File: config.mk
export PLATFORM = sky130hd
export DESIGN_NAME = winwdt_top
export DESIGN_NICKNAME = d
export VERILOG_FILES = /design/src/rtl/winwdt_pkg.sv /design/src/rtl/winwdt_prediv.sv /design/src/rtl/winwdt_downcnt.sv /design/src/rtl/winwdt_cfgstat.sv /design/src/rtl/winwdt_top.sv
export SDC_FILE = /design/constraint.sdc
export NUM_CORES = 1
export LEC_CHECK = 0
export CORE_ASPECT_RATIO = 0.6
export CORE_MARGIN = 2
export CORE_UTILIZATION = 44
export CTS_BUF_LIST = sky130_fd_sc_hd__clkbuf_8
export CTS_CLUSTER_SIZE = 8
export DETAILED_ROUTE_END_ITERATION = 10
export DONT_BUFFER_PORTS = 1
export PLACE_DENSITY = 0.59
export SKIP_LAST_GASP = 1
export SLEW_MARGIN = 20
export SYNTH_ARGS = -nofsm -noshare
export SYNTH_HDL_FRONTEND = slang
export SYNTH_SLANG_ARGS = --single-unit
File: constraint.sdc
create_clock -name clk -period 2.4 [get_ports clk]
set_clock_uncertainty 0.1 [all_clocks]
set_input_delay 0.36 -clock clk [delete_from_list [all_inputs] [get_ports clk]]
set_output_delay 0.36 -clock clk [all_outputs]
set_load 0.02 [all_outputs]
File: src/rtl/winwdt_pkg.sv
package winwdt_pkg;

  typedef enum logic [1:0] {
    SEL_NONE,
    SEL_CTRL,
    SEL_CFG,
    SEL_STAT
  } reg_sel_e;

  localparam int unsigned OFF_CTRL = 32'h0;
  localparam int unsigned OFF_CFG  = 32'h4;
  localparam int unsigned OFF_STAT = 32'h8;

  function automatic reg_sel_e decode_sel(input logic [31:0] addr);
    reg_sel_e s;
    case (addr)
      OFF_CTRL: s = SEL_CTRL;
      OFF_CFG:  s = SEL_CFG;
      OFF_STAT: s = SEL_STAT;
      default:  s = SEL_NONE;
    endcase
    return s;
  endfunction

endpackage

File: src/rtl/winwdt_prediv.sv
module winwdt_prediv #(
  parameter int BASE_DIV = 4096,
  parameter int PRE_W    = 2
) (
  input  logic             clk,
  input  logic             rst,
  input  logic [PRE_W-1:0] pre,
  input  logic             restart,
  output logic             tick
);
  localparam int MAX_SHIFT = (1 << PRE_W) - 1;
  localparam int DIV_W     = $clog2(BASE_DIV) + MAX_SHIFT + 1;

  logic [DIV_W-1:0] div_q;
  logic [DIV_W-1:0] last;

  always_comb last = (DIV_W'(BASE_DIV) << pre) - DIV_W'(1);

  // Reaching or passing the terminal value ends the period, so a smaller
  // prescale chosen mid-period still produces a tick at once.
  assign tick = (div_q >= last) && !restart;

  always_ff @(posedge clk) begin
    if (rst || restart) begin
      div_q <= '0;
    end else if (div_q >= last) begin
      div_q <= '0;
    end else begin
      div_q <= div_q + DIV_W'(1);
    end
  end
endmodule

File: src/rtl/winwdt_downcnt.sv
module winwdt_downcnt #(
  parameter int CNT_W = 7
) (
  input  logic             clk,
  input  logic             rst,
  input  logic             tick,
  input  logic             load,
  input  logic [CNT_W-1:0] load_val,
  input  logic             set_arm,
  input  logic [CNT_W-1:0] win,
  output logic [CNT_W-1:0] cnt,
  output logic             armed,
  output logic             rst_req,
  output logic             warn_hit
);
  localparam logic [CNT_W-1:0] THRESH   = CNT_W'(1) << (CNT_W - 1);
  localparam logic [CNT_W-1:0] PRE_WARN = THRESH + CNT_W'(1);

  logic [CNT_W-1:0] cnt_q;
  logic             arm_q;
  logic             rreq_q;
  logic             arm_d;
  logic             too_early;
  logic             too_low;
  logic             underflow;
  logic             step;

  assign step      = tick && !load;
  assign arm_d     = arm_q || (load && set_arm);
  assign too_early = load && arm_q && (cnt_q > win);
  assign too_low   = load && arm_d && !load_val[CNT_W-1];
  assign underflow = step && arm_q && (cnt_q == THRESH);
  assign warn_hit  = step && (cnt_q == PRE_WARN);

  always_ff @(posedge clk) begin
    if (rst) begin
      cnt_q  <= '1;
      arm_q  <= 1'b0;
      rreq_q <= 1'b0;
    end else begin
      arm_q  <= arm_d;
      rreq_q <= too_early || too_low || underflow;
      if (load) begin
        cnt_q <= load_val;
      end else if (tick) begin
        cnt_q <= cnt_q - CNT_W'(1);
      end
    end
  end

  assign cnt     = cnt_q;
  assign armed   = arm_q;
  assign rst_req = rreq_q;
endmodule

File: src/rtl/winwdt_cfgstat.sv
module winwdt_cfgstat #(
  parameter int CNT_W = 7,
  parameter int PRE_W = 2
) (
  input  logic             clk,
  input  logic             rst,
  input  logic             cfg_wr,
  input  logic [CNT_W-1:0] win_in,
  input  logic [PRE_W-1:0] pre_in,
  input  logic             ewi_in,
  input  logic             stat_wr,
  input  logic             flag_in,
  input  logic             warn_hit,
  output logic [CNT_W-1:0] win,
  output logic [PRE_W-1:0] pre,
  output logic             ewi,
  output logic             flag,
  output logic             irq
);
  logic [CNT_W-1:0] win_q;
  logic [PRE_W-1:0] pre_q;
  logic             ewi_q;
  logic             flag_q;
  logic             irq_q;
  logic             ewi_d;
  logic             flag_d;

  always_comb begin
    ewi_d  = ewi_q || (cfg_wr && ewi_in);
    flag_d = flag_q;
    if (stat_wr && !flag_in) flag_d = 1'b0;
    if (warn_hit)            flag_d = 1'b1;
  end

  always_ff @(posedge clk) begin
    if (rst) begin
      win_q  <= '1;
      pre_q  <= '0;
      ewi_q  <= 1'b0;
      flag_q <= 1'b0;
      irq_q  <= 1'b0;
    end else begin
      if (cfg_wr) begin
        win_q <= win_in;
        pre_q <= pre_in;
      end
      ewi_q  <= ewi_d;
      flag_q <= flag_d;
      irq_q  <= ewi_d && flag_d;
    end
  end

  assign win  = win_q;
  assign pre  = pre_q;
  assign ewi  = ewi_q;
  assign flag = flag_q;
  assign irq  = irq_q;
endmodule

File: src/rtl/winwdt_top.sv
module winwdt_top
  import winwdt_pkg::*;
#(
  parameter int CNT_W    = 7,
  parameter int PRE_W    = 2,
  parameter int BASE_DIV = 4096,
  parameter int ADDR_W   = 4,
  parameter int DATA_W   = 32
) (
  input  logic              clk,
  input  logic              rst,
  input  logic              bus_wr,
  input  logic              bus_rd,
  input  logic [ADDR_W-1:0] bus_addr,
  input  logic [DATA_W-1:0] bus_wdata,
  output logic [DATA_W-1:0] bus_rdata,
  output logic              rst_req,
  output logic              ew_irq
);
  localparam int ARM_POS = CNT_W;
  localparam int PRE_LSB = CNT_W;
  localparam int EWI_POS = CNT_W + PRE_W;

  reg_sel_e         sel;
  logic             ctrl_wr;
  logic             cfg_wr;
  logic             stat_wr;
  logic             tick;
  logic             warn_hit;
  logic [CNT_W-1:0] cnt;
  logic [CNT_W-1:0] win;
  logic [PRE_W-1:0] pre;
  logic             armed;
  logic             ewi;
  logic             flag;
  logic [DATA_W-1:0] rd_mux;
  logic [DATA_W-1:0] rdata_q;
  logic             unused_wdata;

  assign sel     = decode_sel(32'(bus_addr));
  assign ctrl_wr = bus_wr && (sel == SEL_CTRL);
  assign cfg_wr  = bus_wr && (sel == SEL_CFG);
  assign stat_wr = bus_wr && (sel == SEL_STAT);
  assign unused_wdata = ^bus_wdata[DATA_W-1:EWI_POS+1];

  winwdt_prediv #(.BASE_DIV(BASE_DIV), .PRE_W(PRE_W)) u_prediv (
    .clk     (clk),
    .rst     (rst),
    .pre     (pre),
    .restart (ctrl_wr),
    .tick    (tick)
  );

  winwdt_downcnt #(.CNT_W(CNT_W)) u_downcnt (
    .clk      (clk),
    .rst      (rst),
    .tick     (tick),
    .load     (ctrl_wr),
    .load_val (bus_wdata[CNT_W-1:0]),
    .set_arm  (bus_wdata[ARM_POS]),
    .win      (win),
    .cnt      (cnt),
    .armed    (armed),
    .rst_req  (rst_req),
    .warn_hit (warn_hit)
  );

  winwdt_cfgstat #(.CNT_W(CNT_W), .PRE_W(PRE_W)) u_cfgstat (
    .clk      (clk),
    .rst      (rst),
    .cfg_wr   (cfg_wr),
    .win_in   (bus_wdata[CNT_W-1:0]),
    .pre_in   (bus_wdata[PRE_LSB+PRE_W-1:PRE_LSB]),
    .ewi_in   (bus_wdata[EWI_POS]),
    .stat_wr  (stat_wr),
    .flag_in  (bus_wdata[0]),
    .warn_hit (warn_hit),
    .win      (win),
    .pre      (pre),
    .ewi      (ewi),
    .flag     (flag),
    .irq      (ew_irq)
  );

  always_comb begin
    case (sel)
      SEL_CTRL: rd_mux = DATA_W'({armed, cnt});
      SEL_CFG:  rd_mux = DATA_W'({ewi, pre, win});
      SEL_STAT: rd_mux = DATA_W'(flag);
      default:  rd_mux = '0;
    endcase
  end

  always_ff @(posedge clk) begin
    if (rst) begin
      rdata_q <= '0;
    end else if (bus_rd) begin
      rdata_q <= rd_mux;
    end
  end

  assign bus_rdata = rdata_q;
endmodule

After elaboration in Yosys (flattened, before gate mapping) --
Index checks and enable logic that the tools add are counted.
Storage, ports and cells: bits in latches 0, bits in read-only memories 0, register bits 69, memories kept 0, bits of input ports 40, output and inout bits 34, memory bits (writable) 0
Operators by class: shifts and indexed selects 1, $mul 0, reduce and logical (&&, ||, !) cells 27, mux-type cells 6, bitwise operators 0, add/sub/neg operators 3, equal/unequal tests 7, div/mod/pow operators 0, order comparisons 2
Operator list (count):
- $pmux 10 s3 | 1
- $add 16x1->16 const B | 1
- $ge 16x16->1 | 1
- $logic_and 1x1->1 | 16
- $shl 13x2->16 const A | 1
- $sub 16x2->16 const B | 1
- $eq 7x7->1 const B | 2
- $mux 7 | 2
- $gt 7x7->1 | 1
- $sub 7x1->7 const B | 1
- $pmux 2 s3 | 1
- $logic_or 1x1->1 | 5
- $eq 2x2->1 const B | 2
- $eq 4x3->1 const B | 1
- $eq 4x4->1 const B | 1
- $logic_not 4->1 | 1
- $logic_not 1->1 | 3
- $eq 2x1->1 const B | 1
- $mux 1 | 2
- $reduce_bool 2->1 | 1
- $reduce_or 2->1 | 1

Logic depth before layout (Yosys ltp) --
Gate-level depths: netlist of run 1.
depth in word-level cells 10, mapped depth 8

Cells and area by module --
Synthesis of run 1 repeated with hierarchy kept, for this count alone.
Second synthesis, totals: cell total of the unflattened synthesis 298, area total of the unflattened synthesis 2653.8 µm²
Modules (own cells, without submodules):
- winwdt_prediv | instances 1, area an instance 823.3 µm², cells an instance 95, sequential area each 320.3 µm²
- winwdt_top | instances 1, area an instance 724.4 µm², cells an instance 86, sequential area each 200.2 µm²
- winwdt_downcnt | instances 1, area an instance 671.9 µm², cells an instance 79, sequential area each 180.2 µm²
- winwdt_cfgstat | instances 1, area an instance 434.2 µm², cells an instance 38, sequential area each 240.2 µm²

Worst setup path after synthesis of run 1 --
No wires, ideal clock.
path type flip-flop to flip-flop, from reg u_cfgstat.pre_q[1] (netlist: u_cfgstat.pre[1]), to reg u_downcnt.rreq_q (netlist: u_downcnt.rst_req), setup time 127 ps, period minus slack after synthesis 1780 ps, path slack 620 ps, data arrival time 1553 ps, data required time 2173 ps, cell stages (with the launch flop) 8, cells stage by stage dfxtp_1 -> inv_1 -> ha_1 -> a21oi_1 -> o21ai_1 -> o21ai_1 -> nor4_1 -> or3_1
On the way: longest elaborated chain between the ends 8
RTL lines:
- start, declared | RTL line winwdt_cfgstat.sv:21 | logic [PRE_W-1:0] pre_q;
- start signal, assigned | RTL line winwdt_cfgstat.sv:45 | pre_q <= pre_in;
- $shl 13x2->16 | RTL line winwdt_prediv.sv:17 | always_comb last = (DIV_W'(BASE_DIV) << pre) - DIV_W'(1);
- $sub 16x2->16 | RTL line winwdt_prediv.sv:17
- $ge 16x16->1 | RTL line winwdt_prediv.sv:21 | assign tick = (div_q >= last) && !restart;
- $logic_and 1x1->1 | RTL line winwdt_prediv.sv:21
- $logic_and 1x1->1 | RTL line winwdt_downcnt.sv:28 | assign step = tick && !load;
- $logic_and 1x1->1 (2 in series) | RTL line winwdt_downcnt.sv:32 | assign underflow = step && arm_q && (cnt_q == THRESH);
- $logic_or 1x1->1 | RTL line winwdt_downcnt.sv:42 | rreq_q <= too_early || too_low || underflow;
- end signal, assigned | RTL line winwdt_downcnt.sv:42
- end, declared | RTL line winwdt_downcnt.sv:21 | logic rreq_q;
Every way passes these cells. A chain may end at the register's enable or synchronous reset.

Worst setup path after layout of run 1 --
from reg u_cfgstat.pre_q[1] (netlist: u_cfgstat.pre[1]), to reg u_downcnt.cnt_q[1] (netlist: u_downcnt.cnt[1])
On the way: longest elaborated chain between the ends 5
RTL lines:
- $shl 13x2->16 | RTL line winwdt_prediv.sv:17
- $sub 16x2->16 | RTL line winwdt_prediv.sv:17
- $ge 16x16->1 | RTL line winwdt_prediv.sv:21
- $logic_and 1x1->1 | RTL line winwdt_prediv.sv:21
- $reduce_bool 2->1 (no source line)
- end signal, assigned | RTL line winwdt_downcnt.sv:44 | cnt_q <= load_val;
- end signal, assigned | RTL line winwdt_downcnt.sv:46 | cnt_q <= cnt_q - CNT_W'(1);
- end, declared | RTL line winwdt_downcnt.sv:19 | logic [CNT_W-1:0] cnt_q;
Every way passes these cells.

==> implementation parameters, run 1 <==
Parameter                              Value

Floorplanning
  Number of primary I/O pins ... 74
  Initial Utilization ... 0.455
  Die Wd ... 102 um
  Core area ... 5540 um^2
  Die Y ... 62.7 um
  Die Outline Area ... 6380 um^2
  Cell row count ... 21

Power
  Power consumption ... 1.37 mW
  Cell area power density ... 528 nW/um^2
  Leakage ... 1.06 nW
  Worst supply voltage drop on vdd ... 0.320 mV

STA
  Hold Vio Cnt, Final ... 0
  Final-layout setup total negative slack ... 0 ps
  Share of the clock period used by the worst path ... 0.834
  Final WS setup ... 399 ps
  Max Transition Viols Final ... 0
  Slew margin rel. ... 0.591
  Final worst path period need ... 2000 ps
  Setup repair after global routing missed its margin ... no
  Maximum operating frequency ... 500 MHz
  Finish-stage setup viols ... 0
  Actual slew at the worst max-slew pin ... 607 ps

Clocking
  Total clock sinks ... 47
  Register clock-pin slew on the reported worst setup and hold paths ... 80 ps
  Library cell used as clock root buffer ... clkbuf_8
  Clk Latency, worst-skew pair ... 300 ps
  Post-CTS resize count ... 0
  Hold buffers post-CTS ... 0
  # Post-CTS Setup Buffers ... 0
  Clock H-tree levels ... 2
  Max Buffers Root-to-Sink ... 2
  Inserted Clock Buffers ... 5
  Clock tree from TritonCTS ... done

Cells and area
  Area delta synth->final ... 2.78%
  Antenna diodes ... 0
  Layout fillers ... 552
  Multi-input combinational cell area ... 1410 um^2
  Storage cell area ... 941 um^2
  Share of final-layout standard cells stronger than drive strength 1 ... 0.0700
  Post-layout net count ... 353

Routing
  Average wire per cell in the routed design ... 13.8 um
  Total DRC errors in the routed layout ... 0
  Post-route ant nets ... 0
  Number of iterations in the first detailed-routing pass ... 4
  Via count of the routed design ... 1922
  Detailed router's first-iteration violation count ... 87
  DRT Wirelength ... 5250 um
  Vias per std cell ... 5.06

Synth
  Ranking of synthesized cells by area ... dfxtp_1 (37%), ha_1 (6.9%), buf_4 (6.8%)
  Distinct cell type count of the synthesized netlist ... 42
  Sequential element share of the synthesized area ... 0.373
  Yosys top cell area share ... 0.373
  Commonest cells in the synthesized netlist ... dfxtp_1 (47), nand2_1 (32), nor2_1 (31)
  Gate count after technology mapping ... 301
  Largest area contributor in the netlist ... dfxtp_1
  Dominant synthesized flop cell ... dfxtp_1
  Area of the mapped netlist ... 2520 um^2
  Avg Synthesized Cell Area ... 8.39 um^2
  Async set or reset register ratio after synthesis ... 0
  Register bit total from synthesis ... 47
  Number of enable flip-flop cells after synthesis ... 0
  Warning count from the yosys run ... 0
  Most frequent cell after synthesis ... dfxtp_1

Worst setup path
  Slowest cell delay on critical path ... 420 ps
  Reg-to-reg startpoint ... u_cfgstat.pre[1]
  Number of cell instances on the worst register-to-register path ... 7
  Worst endpoint required time ... 2530 ps
  Setup slack, reg-to-reg ... 400 ps
  Cell-by-cell listing of the critical path ... nand2_1 -> ha_1 -> nand4_1 -> nor4_4 -> nor2_2 -> mux2_4 -> o21ai_2
  Maximum fanout encountered on the critical timing path ... 6
  Data arrival time of the worst path ... 2140 ps
  Cell type of the slowest stage on the worst timing path ... dfxtp_1
  Capture instance of the worst register-to-register path ... u_downcnt.cnt[1]
  Critical Path Sink Type ... flip-flop
  CP Class ... flip-flop to flip-flop
  Setup crit start kind ... flip-flop

Global routing
  GRT busiest layer ... met1
  Met1 Usage GRT ... 0.264
  Met2 usage in global routing ... 0.237
  Vias in the first global route ... 1806
  First-pass GRT wire length ... 8840 um
  Total global routing overflow ... 0
  Pin count of the biggest net entering global routing ... 28
  Antenna violations before repair ... 0
  Tot GR Track Use ... 0.177
  Global-route track usage on met3 ... 0.0582

Status
  Status ... finished, final reports clean

Job
  Count of maximum capacitance violations ... 0

Placement
  Placement Setup Slack ... 414 ps
  Routability congestion estimate from global placement ... 0.796
  Detailed Place HPWL ... 3940 um
  PortBufs ... 0

Worst hold path
  Hold-critical path depth ... 1
  Hold Startpoint ... rst
  Endpoint of the worst hold-timing path ... bus_rdata[7]
  Worst hold path type ... primary input to flip-flop
worst max path at each step:
stage	startpoint	endpoint	cells past startpoint
after floorplan	u_cfgstat.pre[1]	u_downcnt.rst_req	7
after global placement	u_cfgstat.pre[1]	u_downcnt.rst_req	7
after detailed placement	u_cfgstat.pre[1]	u_downcnt.cnt[1]	7
after CTS	u_cfgstat.pre[1]	u_cfgstat.flag	7
after global routing	u_cfgstat.pre[1]	u_cfgstat.flag	7
final	u_cfgstat.pre[1]	u_downcnt.cnt[1]	7
state kept, by name (all words and copies together), names as in the netlist, 2 cells and up:
name,count
u_cfgstat.win,7
u_downcnt.cnt,7
bus_rdata,10
u_prediv.div_q,16
u_cfgstat.pre,2
layout make-up:
type	count	share of cell area
repair buffers	3	0.00868
clock inverters	3	0.00482
inverters	10	0.0145
clock buffers	5	0.0265
well taps	80	0.0386
multi-input cells	232	0.544
flip-flops and latches	47	0.363
per-layer routing:
layer	wire (um)	part of all wire	up-vias
met2	1930	0.37	59
met5	0	0	-
li1	-	-	968
met1	2830	0.54	886
met4	67	0.013	0
met3	419	0.080	9
critical path: cells and delay by family, from the launching register on:
family                     cells  cell delay, ps
adders and majority gates      1             290
muxes                          1             330
AOI/OAI and AO/OA              1             110
DFF                            1             420
and+or+nand+nor                4             690
where the power goes:
group          leakage, nW  internal, mW  switching (mW)
sequential           0.381         0.792          0.0163
clock               0.0505         0.197           0.260
combinational        0.632        0.0374          0.0673
total                 1.06          1.03           0.344
layout by cell type (no fill, tap or decap), types with 3 or more instances in the layout:
cell type	n
mux2_2	5
nor2b_1	3
a21oi_1	24
buf_4	3
nor2_1	31
dfxtp_1	47
ha_1	14
nor3_1	4
nand3b_1	7
nand3_1	13
nand2b_1	11
o21ai_0	7
xnor2_1	8
xor2_1	12
conb_1	23
nand4_1	8
inv_1	12
and3_1	4
nand2_1	32
clkbuf_8	5
logic make-up after synthesis:
kind of cell / after synthesis / synth area share
AND/OR/NAND/NOR: 127 / 0.265
adder cells (fa/ha/maj): 14 / 0.0694
other: 2 / 0.00297
multiplexers: 7 / 0.0322
XOR/XNOR: 20 / 0.0694
buffers and inverters: 43 / 0.0991
AO/OA/AOI/OAI: 41 / 0.0897
flip-flops: 47 / 0.373
per-stage QoR:
step / hold slack (ps) / std cells / util / cell area [um^2]
after floorplan: 326 / 322 / - / 2600
final: 21.5 / 380 / 0.468 / 2590
after global routing: 8.21 / 380 / 0.468 / 2590
after CTS: 12.8 / 380 / 0.468 / 2590
after detailed placement: 335 / 372 / 0.453 / 2510
after global placement: 334 / 372 / 0.453 / 2510
Note: power is estimated with default switching activity, not from simulation.
==> run 2: changes to the inputs <==
--- a/config.mk
+++ b/config.mk
@@ -5,6 +5,7 @@
 export SDC_FILE = /design/constraint.sdc
 export NUM_CORES = 1
 export LEC_CHECK = 0
+export ABC_AREA = 1
 export CORE_ASPECT_RATIO = 0.6
 export CORE_MARGIN = 2
 export CORE_UTILIZATION = 44
@@ -12,7 +13,7 @@
 export CTS_CLUSTER_SIZE = 8
 export DETAILED_ROUTE_END_ITERATION = 10
 export DONT_BUFFER_PORTS = 1
-export PLACE_DENSITY = 0.59
+export PLACE_DENSITY = 0.61
 export SKIP_LAST_GASP = 1
 export SLEW_MARGIN = 20
 export SYNTH_ARGS = -nofsm -noshare
==> constraint.sdc (replaced) <==
create_clock -name clk -period 1.7 [get_ports clk]
set_clock_uncertainty 0.1 [all_clocks]
set_input_delay 0.255 -clock clk [delete_from_list [all_inputs] [get_ports clk]]
set_output_delay 0.255 -clock clk [all_outputs]
set_load 0.02 [all_outputs]
==> implementation parameters, run 2 <==
Parameter                              Value

Floorplanning
  Core area ... 5680 um^2 (+2.4%)
  Number of primary I/O pins ... 74 (unchanged)
  Initial Utilization ... 0.466 (+0.0104)
  Cell row count ... 21 (unchanged)
  Die Wd ... 104 um (+2.2%)
  Die Outline Area ... 6670 um^2 (+4.5%)
  Die Y ... 64.0 um (+2.2%)

Routing
  Post-route ant nets ... 0 (unchanged)
  Average wire per cell in the routed design ... 13.5 um (-2.5%)
  Vias per std cell ... 4.90 (-3.2%)
  Via count of the routed design ... 2336 (+22%)
  Detailed router's first-iteration violation count ... 135 (+55%)
  Number of iterations in the first detailed-routing pass ... 5 (+1)
  Total DRC errors in the routed layout ... 0 (unchanged)
  DRT Wirelength ... 6420 um (+22%)

Cells and area
  Most common cell after layout, fill and taps aside ... nand2_1
  Cell area after layout ... 3220 um^2 (+24%)
  Most frequent cells in the layout ... nand2_1 (65), dfxtp_1 (43), inv_1 (41)
  Multi-input combinational cell area ... 1510 um^2 (+7.1%)
  Storage cell area ... 951 um^2 (+1.1%)
  Post-layout net count ... 450 (+27%)
  Antenna diodes ... 0 (unchanged)
  Area delta synth->final ... 21.6%
  Final instance count without filler cells ... 477 (+26%)
  Number of flip-flops under the largest register name ... 16 (unchanged)
  Share of final-layout standard cells stronger than drive strength 1 ... 0.199 (+0.129)
  Layout fillers ... 554 (+0.36%)
  Most flop-heavy register ... u_prediv.div_q

Worst setup path
  Capture instance of the worst register-to-register path ... u_cfgstat.irq
  Setup crit start kind ... flip-flop
  Most frequent cell on the critical path ... nand2_4
  Maximum fanout encountered on the critical timing path ... 6 (unchanged)
  Slowest cell delay on critical path ... 400 ps (-20 ps)
  Kind of cell with the highest combined delay on the critical path ... simple AND/OR/NAND/NOR gates
  Critical Path Sink Type ... flip-flop
  Setup slack, reg-to-reg ... -110 ps (-500 ps)
  Cell-by-cell listing of the critical path ... nand2_4 -> ha_4 -> nand2_4 -> nor2_4 -> nand2_2 -> o21ai_4 -> nand3b_1 -> a21oi_2
  Buffers plus inverters on the worst setup path ... 0 (unchanged)
  CP Class ... flip-flop to flip-flop
  Cell type of the slowest stage on the worst timing path ... dfxtp_4
  Reg-to-reg startpoint ... u_cfgstat.pre[1]
  Worst endpoint required time ... 1850 ps (-680 ps)
  Number of cell instances on the worst register-to-register path ... 8 (+1)
  Data arrival time of the worst path ... 1960 ps (-180 ps)

Power
  Combinational power share ... 0.117 (+0.041)
  Leakage ... 1.43 nW (+34%)
  Cell area power density ... 650 nW/um^2 (+23%)
  Internal ... 1.50 mW (+46%)
  Switch share ... 0.282 (+0.0307)
  Power consumption ... 2.09 mW (+53%)
  Sequential cell fraction of total power ... 0.549 (-0.041)
  Switching pwr ... 589 uW (+71%)
  Power share of the clock group ... 0.335 (+0.002)
  Worst supply voltage drop on vdd ... 0.313 mV (-2.3%)

Synth
  Register bit total from synthesis ... 47 (unchanged)
  Avg Synthesized Cell Area ... 7.49 um^2 (-11%)
  Most frequent cell after synthesis ... nand2_1
  Dominant synthesized flop cell ... dfxtp_1
  Largest area contributor in the netlist ... dfxtp_1
  Area of the mapped netlist ... 2640 um^2 (+4.7%)
  Warning count from the yosys run ... 0 (unchanged)
  Ranking of synthesized cells by area ... dfxtp_1 (36%), nand2_1 (11%), ha_1 (6.6%)
  Async set or reset register ratio after synthesis ... 0 (unchanged)
  Sequential element share of the synthesized area ... 0.356 (-0.0168)
  Gate count after technology mapping ... 353 (+17%)
  Yosys top cell area share ... 0.356 (-0.0168)
  Number of enable flip-flop cells after synthesis ... 0 (unchanged)
  Commonest cells in the synthesized netlist ... nand2_1 (75), dfxtp_1 (47), inv_1 (42)
  Distinct cell type count of the synthesized netlist ... 30 (-29%)

Worst hold path
  Hold Startpoint ... bus_wdata[8]
  Hold-critical path depth ... 2 (+1)
  Endpoint of the worst hold-timing path ... u_cfgstat.pre[1]
  Worst hold path type ... primary input to flip-flop

STA
  Post-Route Hold Slack ... 38.9 ps (+17.4 ps)
  Final WS setup ... -106 ps (-505 ps)
  Final worst path period need ... 1810 ps (-195 ps)
  Setup repair after global routing missed its margin ... yes
  Max Transition Viols Final ... 0 (unchanged)
  Maximum operating frequency ... 554 MHz (+11%)
  Finish-stage setup viols ... 26 (+26)
  Share of the clock period used by the worst path ... 1.06 (+0.229)
  Hold Vio Cnt, Final ... 0 (unchanged)
  Final-layout setup total negative slack ... -1330 ps (-1330 ps)

Clocking
  Library cell used as clock root buffer ... clkbuf_8
  Register clock-pin slew on the reported worst setup and hold paths ... 100 ps (+20 ps)
  Max Buffers Root-to-Sink ... 2 (unchanged)
  Clk Latency, worst-skew pair ... 310 ps (about the same)
  Clock H-tree levels ... 2 (unchanged)
  Inserted Clock Buffers ... 5 (unchanged)
  Total clock sinks ... 47 (unchanged)
  Clock tree from TritonCTS ... done

Global routing
  Total global routing overflow ... 0 (unchanged)
  Pin count of the biggest net entering global routing ... 18 (-36%)
  First-pass GRT wire length ... 10300 um (+17%)
  Vias in the first global route ... 2075 (+15%)
  Tot GR Track Use ... 0.198 (+0.0207)
  Antenna violations before repair ... 0 (unchanged)

Placement
  Routability congestion estimate from global placement ... 0.893 (+12%)
  PortBufs ... 0 (unchanged)
  Detailed Place HPWL ... 4550 um (+16%)
  Number of placed instances with taps included ... 444 (+19%)
  Placement Cell Area ... 2750 um^2 (+9.3%)

Status
  Status ... finished, violations left
  Violated checks ... negative setup slack

Job
  Count of maximum capacitance violations ... 0 (unchanged)
[run 2: stage by stage]
| step | util | worst slack [ps] |
|---|---|---|
| 2_1_floorplan | - | 1.03 |
| 3_3_place_gp | 0.484 | -89.1 |
| 3_5_place_dp | 0.484 | -137 |
| 4_1_cts | 0.552 | -114 |
| 5_1_grt | 0.567 | -154 |
| 6_report | 0.567 | -106 |
[run 2: worst max path at each step]
stage | start | end | slack, ps | cells past startpoint
after detailed placement | u_cfgstat.pre[1] | u_downcnt.cnt[0] | -140 | 10
after global routing | u_cfgstat.pre[1] | u_downcnt.cnt[3] | -150 | 10
after CTS | u_cfgstat.pre[1] | u_downcnt.cnt[2] | -110 | 10
final | u_cfgstat.pre[1] | u_cfgstat.irq | -110 | 8
after global placement | u_cfgstat.pre[1] | u_downcnt.cnt[6] | -90 | 10
after floorplan | u_cfgstat.pre[1] | u_prediv.div_q[5] | 1 | 10
[run 2: cells by family after synthesis]
family | count (synthesis) | synth area share
flip-flops | 47 | 0.356
XOR/XNOR | 13 | 0.0431
AND/OR/NAND/NOR | 149 | 0.268
adder cells (fa/ha/maj) | 14 | 0.0663
buffers and inverters | 72 | 0.144
AO/OA/AOI/OAI | 56 | 0.120
other | 2 | 0.00284
[run 2: area by class of cell]
class,instances,area share
Sequential cell,47,0.296
Tap cell,80,0.0311
Clock inverter,3,0.00623
Clock buffer,5,0.0214
Timing Repair Buffer,44,0.125
Multi-Input combinational cell,255,0.470
Inverter,43,0.0502
[run 2: layer usage]
layer,vias up,GRT usage,share of wire
met5,-,0,0
met4,0,0.0439,0.0084
met3,9,0.0592,0.099
met2,95,0.270,0.37
met1,1049,0.301,0.52
li1,1183,-,-
[run 2: power by group through the flow]
stage | combinational (mW) | clock [mW] | sequential (mW)
after CTS | 0.229 | 0.714 | 1.15
after floorplan | 0.203 | 0 | 1.17
after global placement | 0.186 | 0 | 1.17
after detailed placement | 0.189 | 0 | 1.17
final | 0.244 | 0.700 | 1.15
after global routing | 0.267 | 0.758 | 1.15
[run 2: repair_timing]
item,4_1_cts,5_1_grt
hold endpoints to repair,27,0
endpoints found under the setup margin,26,30
buffers inserted,1,0
hold buffers,24,0
gates resized for setup,12,26
pin swaps,8,7
gates cloned,0,0
==> run 3: changes to the inputs <==
--- a/config.mk
+++ b/config.mk
@@ -13,6 +13,7 @@
 export CTS_CLUSTER_SIZE = 8
 export DETAILED_ROUTE_END_ITERATION = 10
 export DONT_BUFFER_PORTS = 1
+export GPL_TIMING_DRIVEN = 1
 export PLACE_DENSITY = 0.61
 export SKIP_LAST_GASP = 1
 export SLEW_MARGIN = 20
==> constraint.sdc (replaced) <==
create_clock -name clk -period 1.7 [get_ports clk]
set_clock_uncertainty 0.1 [all_clocks]
set_input_delay 0.34 -clock clk [delete_from_list [all_inputs] [get_ports clk]]
set_output_delay 0.34 -clock clk [all_outputs]
set_load 0.02 [all_outputs]
==> implementation parameters, run 3 (synthesis gave the netlist of run 2 again) <==
Parameter                              Value

Cells and area
  Most frequent cells in the layout ... nand2_1 (64), dfxtp_1 (45), inv_1 (41)
  Area delta synth->final ... 14.4%
  Most common cell after layout, fill and taps aside ... nand2_1
  Layout fillers ... 552 (-0.36%)
  Share of final-layout standard cells stronger than drive strength 1 ... 0.225 (+0.0262)
  Utilization after layout ... 0.533 (-0.0337)
  Post-layout net count ... 427 (-5.1%)
  Number of flip-flops under the largest register name ... 16 (unchanged)
  Antenna diodes ... 0 (unchanged)
  Most flop-heavy register ... u_prediv.div_q

Floorplanning
  Die Outline Area ... 6670 um^2 (unchanged)
  Core area ... 5680 um^2 (unchanged)
  Cell row count ... 21 (unchanged)
  Number of primary I/O pins ... 74 (unchanged)
  Die Y ... 64.0 um (unchanged)
  Initial Utilization ... 0.466 (unchanged)
  Die Wd ... 104 um (unchanged)

STA
  Maximum operating frequency ... 544 MHz (-1.7%)
  Post-Route Hold Slack ... 31.8 ps (-7.10 ps)
  Final WS setup ... -137 ps (-30.7 ps)
  Setup repair after global routing missed its margin ... yes
  Finish-stage setup viols ... 26 (unchanged)
  Final worst path period need ... 1840 ps (+30.7 ps)
  Share of the clock period used by the worst path ... 1.08 (+0.0180)
  Max Transition Viols Final ... 0 (unchanged)
  Final-layout setup total negative slack ... -2190 ps (-854 ps)
  Hold Vio Cnt, Final ... 0 (unchanged)

Worst hold path
  Hold-critical path depth ... 1 (-1)
  Endpoint of the worst hold-timing path ... bus_rdata[9]
  Worst hold path type ... primary input to flip-flop
  Hold Startpoint ... bus_rd

Worst setup path
  CP Class ... flip-flop to flip-flop
  Most frequent cell on the critical path ... nand2_2
  Buffers plus inverters on the worst setup path ... 1 (+1)
  Cell-by-cell listing of the critical path ... nand2_4 -> ha_4 -> nand2_2 -> nor2_2 -> nand2_2 -> o21ai_4 -> nor2_8 -> buf_6 -> nand2_2 -> nand3_2
  Data arrival time of the worst path ... 1930 ps (-30 ps)
  Worst endpoint required time ... 1790 ps (-60 ps)
  Setup crit start kind ... flip-flop
  Number of cell instances on the worst register-to-register path ... 10 (+2)
  Maximum fanout encountered on the critical timing path ... 5 (-1)
  Critical Path Sink Type ... flip-flop
  Capture instance of the worst register-to-register path ... u_downcnt.cnt[6]
  Kind of cell with the highest combined delay on the critical path ... simple AND/OR/NAND/NOR gates
  Cell type of the slowest stage on the worst timing path ... dfxtp_4
  Setup slack, reg-to-reg ... -140 ps (-30 ps)
  Slowest cell delay on critical path ... 410 ps (about the same)
  Reg-to-reg startpoint ... u_cfgstat.pre[1]

Global routing
  Tot GR Track Use ... 0.190 (-0.00736)
  Antenna violations before repair ... 0 (unchanged)
  Vias in the first global route ... 2017 (-2.8%)
  Pin count of the biggest net entering global routing ... 14 (-4)
  Total global routing overflow ... 0 (unchanged)
  First-pass GRT wire length ... 9960 um (-3.5%)

Clocking
  Max Buffers Root-to-Sink ... 2 (unchanged)
  Register clock-pin slew on the reported worst setup and hold paths ... 90 ps (about the same)
  Inserted Clock Buffers ... 5 (unchanged)
  Clock H-tree levels ... 2 (unchanged)
  Clk Latency, worst-skew pair ... 300 ps (about the same)
  Library cell used as clock root buffer ... clkbuf_8
  Clock tree from TritonCTS ... done
  Total clock sinks ... 47 (unchanged)

Routing
  Average wire per cell in the routed design ... 13.9 um (+3.1%)
  Detailed router's first-iteration violation count ... 154 (+14%)
  DRT Wirelength ... 6280 um (-2.1%)
  Vias per std cell ... 4.93 (+0.61%)
  Total DRC errors in the routed layout ... 0 (unchanged)
  Number of iterations in the first detailed-routing pass ... 6 (+1)
  Via count of the routed design ... 2232 (-4.5%)
  Post-route ant nets ... 0 (unchanged)

Placement
  PortBufs ... 0 (unchanged)
  Routability congestion estimate from global placement ... 0.861 (-3.6%)
  Detailed Place HPWL ... 4550 um (-0.17%)

Power
  Power consumption ... 2.06 mW (-1.7%)
  Worst supply voltage drop on vdd ... 0.419 mV (+34%)
  Leakage ... 1.32 nW (-7.7%)
  Cell area power density ... 680 nW/um^2 (+4.5%)

Status
  Status ... finished, violations left
  Violated checks ... negative setup slack

Job
  Count of maximum capacitance violations ... 0 (unchanged)
## run 3: area by class of cell
| class | count | area, um^2 | area share |
|---|---|---|---|
| multi-input combinational | 256 | 1560 | 0.517 |
| sequential | 47 | 948 | 0.314 |
| inverter | 43 | 164 | 0.0542 |
| timing repair buffer | 20 | 160 | 0.0530 |
| tap | 80 | 100 | 0.0331 |
| clock buffer | 6 | 82.6 | 0.0273 |
| clock inverter | 1 | 5.00 | 0.00165 |
## run 3: routing by layer
| metal | vias to the layer above | global-route usage | part of all wire |
|---|---|---|---|
| li1 | 1139 | - | - |
| met1 | 994 | 0.295 | 0.52 |
| met2 | 97 | 0.252 | 0.38 |
| met5 | - | 0 | 0 |
| met3 | 2 | 0.0673 | 0.099 |
| met4 | 0 | 0.0270 | 0.00095 |
## run 3: metrics by stage
step,cells,setup slack [ps],area (um^2)
CTS,453,-63.4,2890
floorplan,374,1.03,2720
global route,453,-208,3020
finish,453,-137,3020
global placement,443,-77.7,2740
detailed placement,443,-90.2,2740
## run 3: what timing repair did
item                                   in CTS  in global routing
hold buffers                                1                  0
setup buffers                               1                  0
setup endpoints to repair                  26                 26
endpoints found under the hold margin      11                  0
pin swaps                                   1                 10
resized for setup                          10                 32
cloned                                      1                  0
## run 3: how the worst max path moves through the flow
| stage | start | end | slack (ps) | cells past startpoint |
|---|---|---|---|---|
| floorplan | u_cfgstat.pre[1] | u_prediv.div_q[5] | 1 | 10 |
| global placement | u_cfgstat.pre[1] | u_downcnt.cnt[6] | -80 | 10 |
| detailed placement | u_cfgstat.pre[1] | u_prediv.div_q[11] | -90 | 9 |
| CTS | u_cfgstat.pre[1] | u_downcnt.cnt[3] | -60 | 10 |
| global route | u_cfgstat.pre[1] | u_downcnt.cnt[2] | -210 | 10 |
| finish | u_cfgstat.pre[1] | u_downcnt.cnt[6] | -140 | 10 |
## run 3: power by group
group          internal (mW)  switching (mW)
combinational         0.0635           0.151
clock                  0.320           0.374
sequential              1.12          0.0262
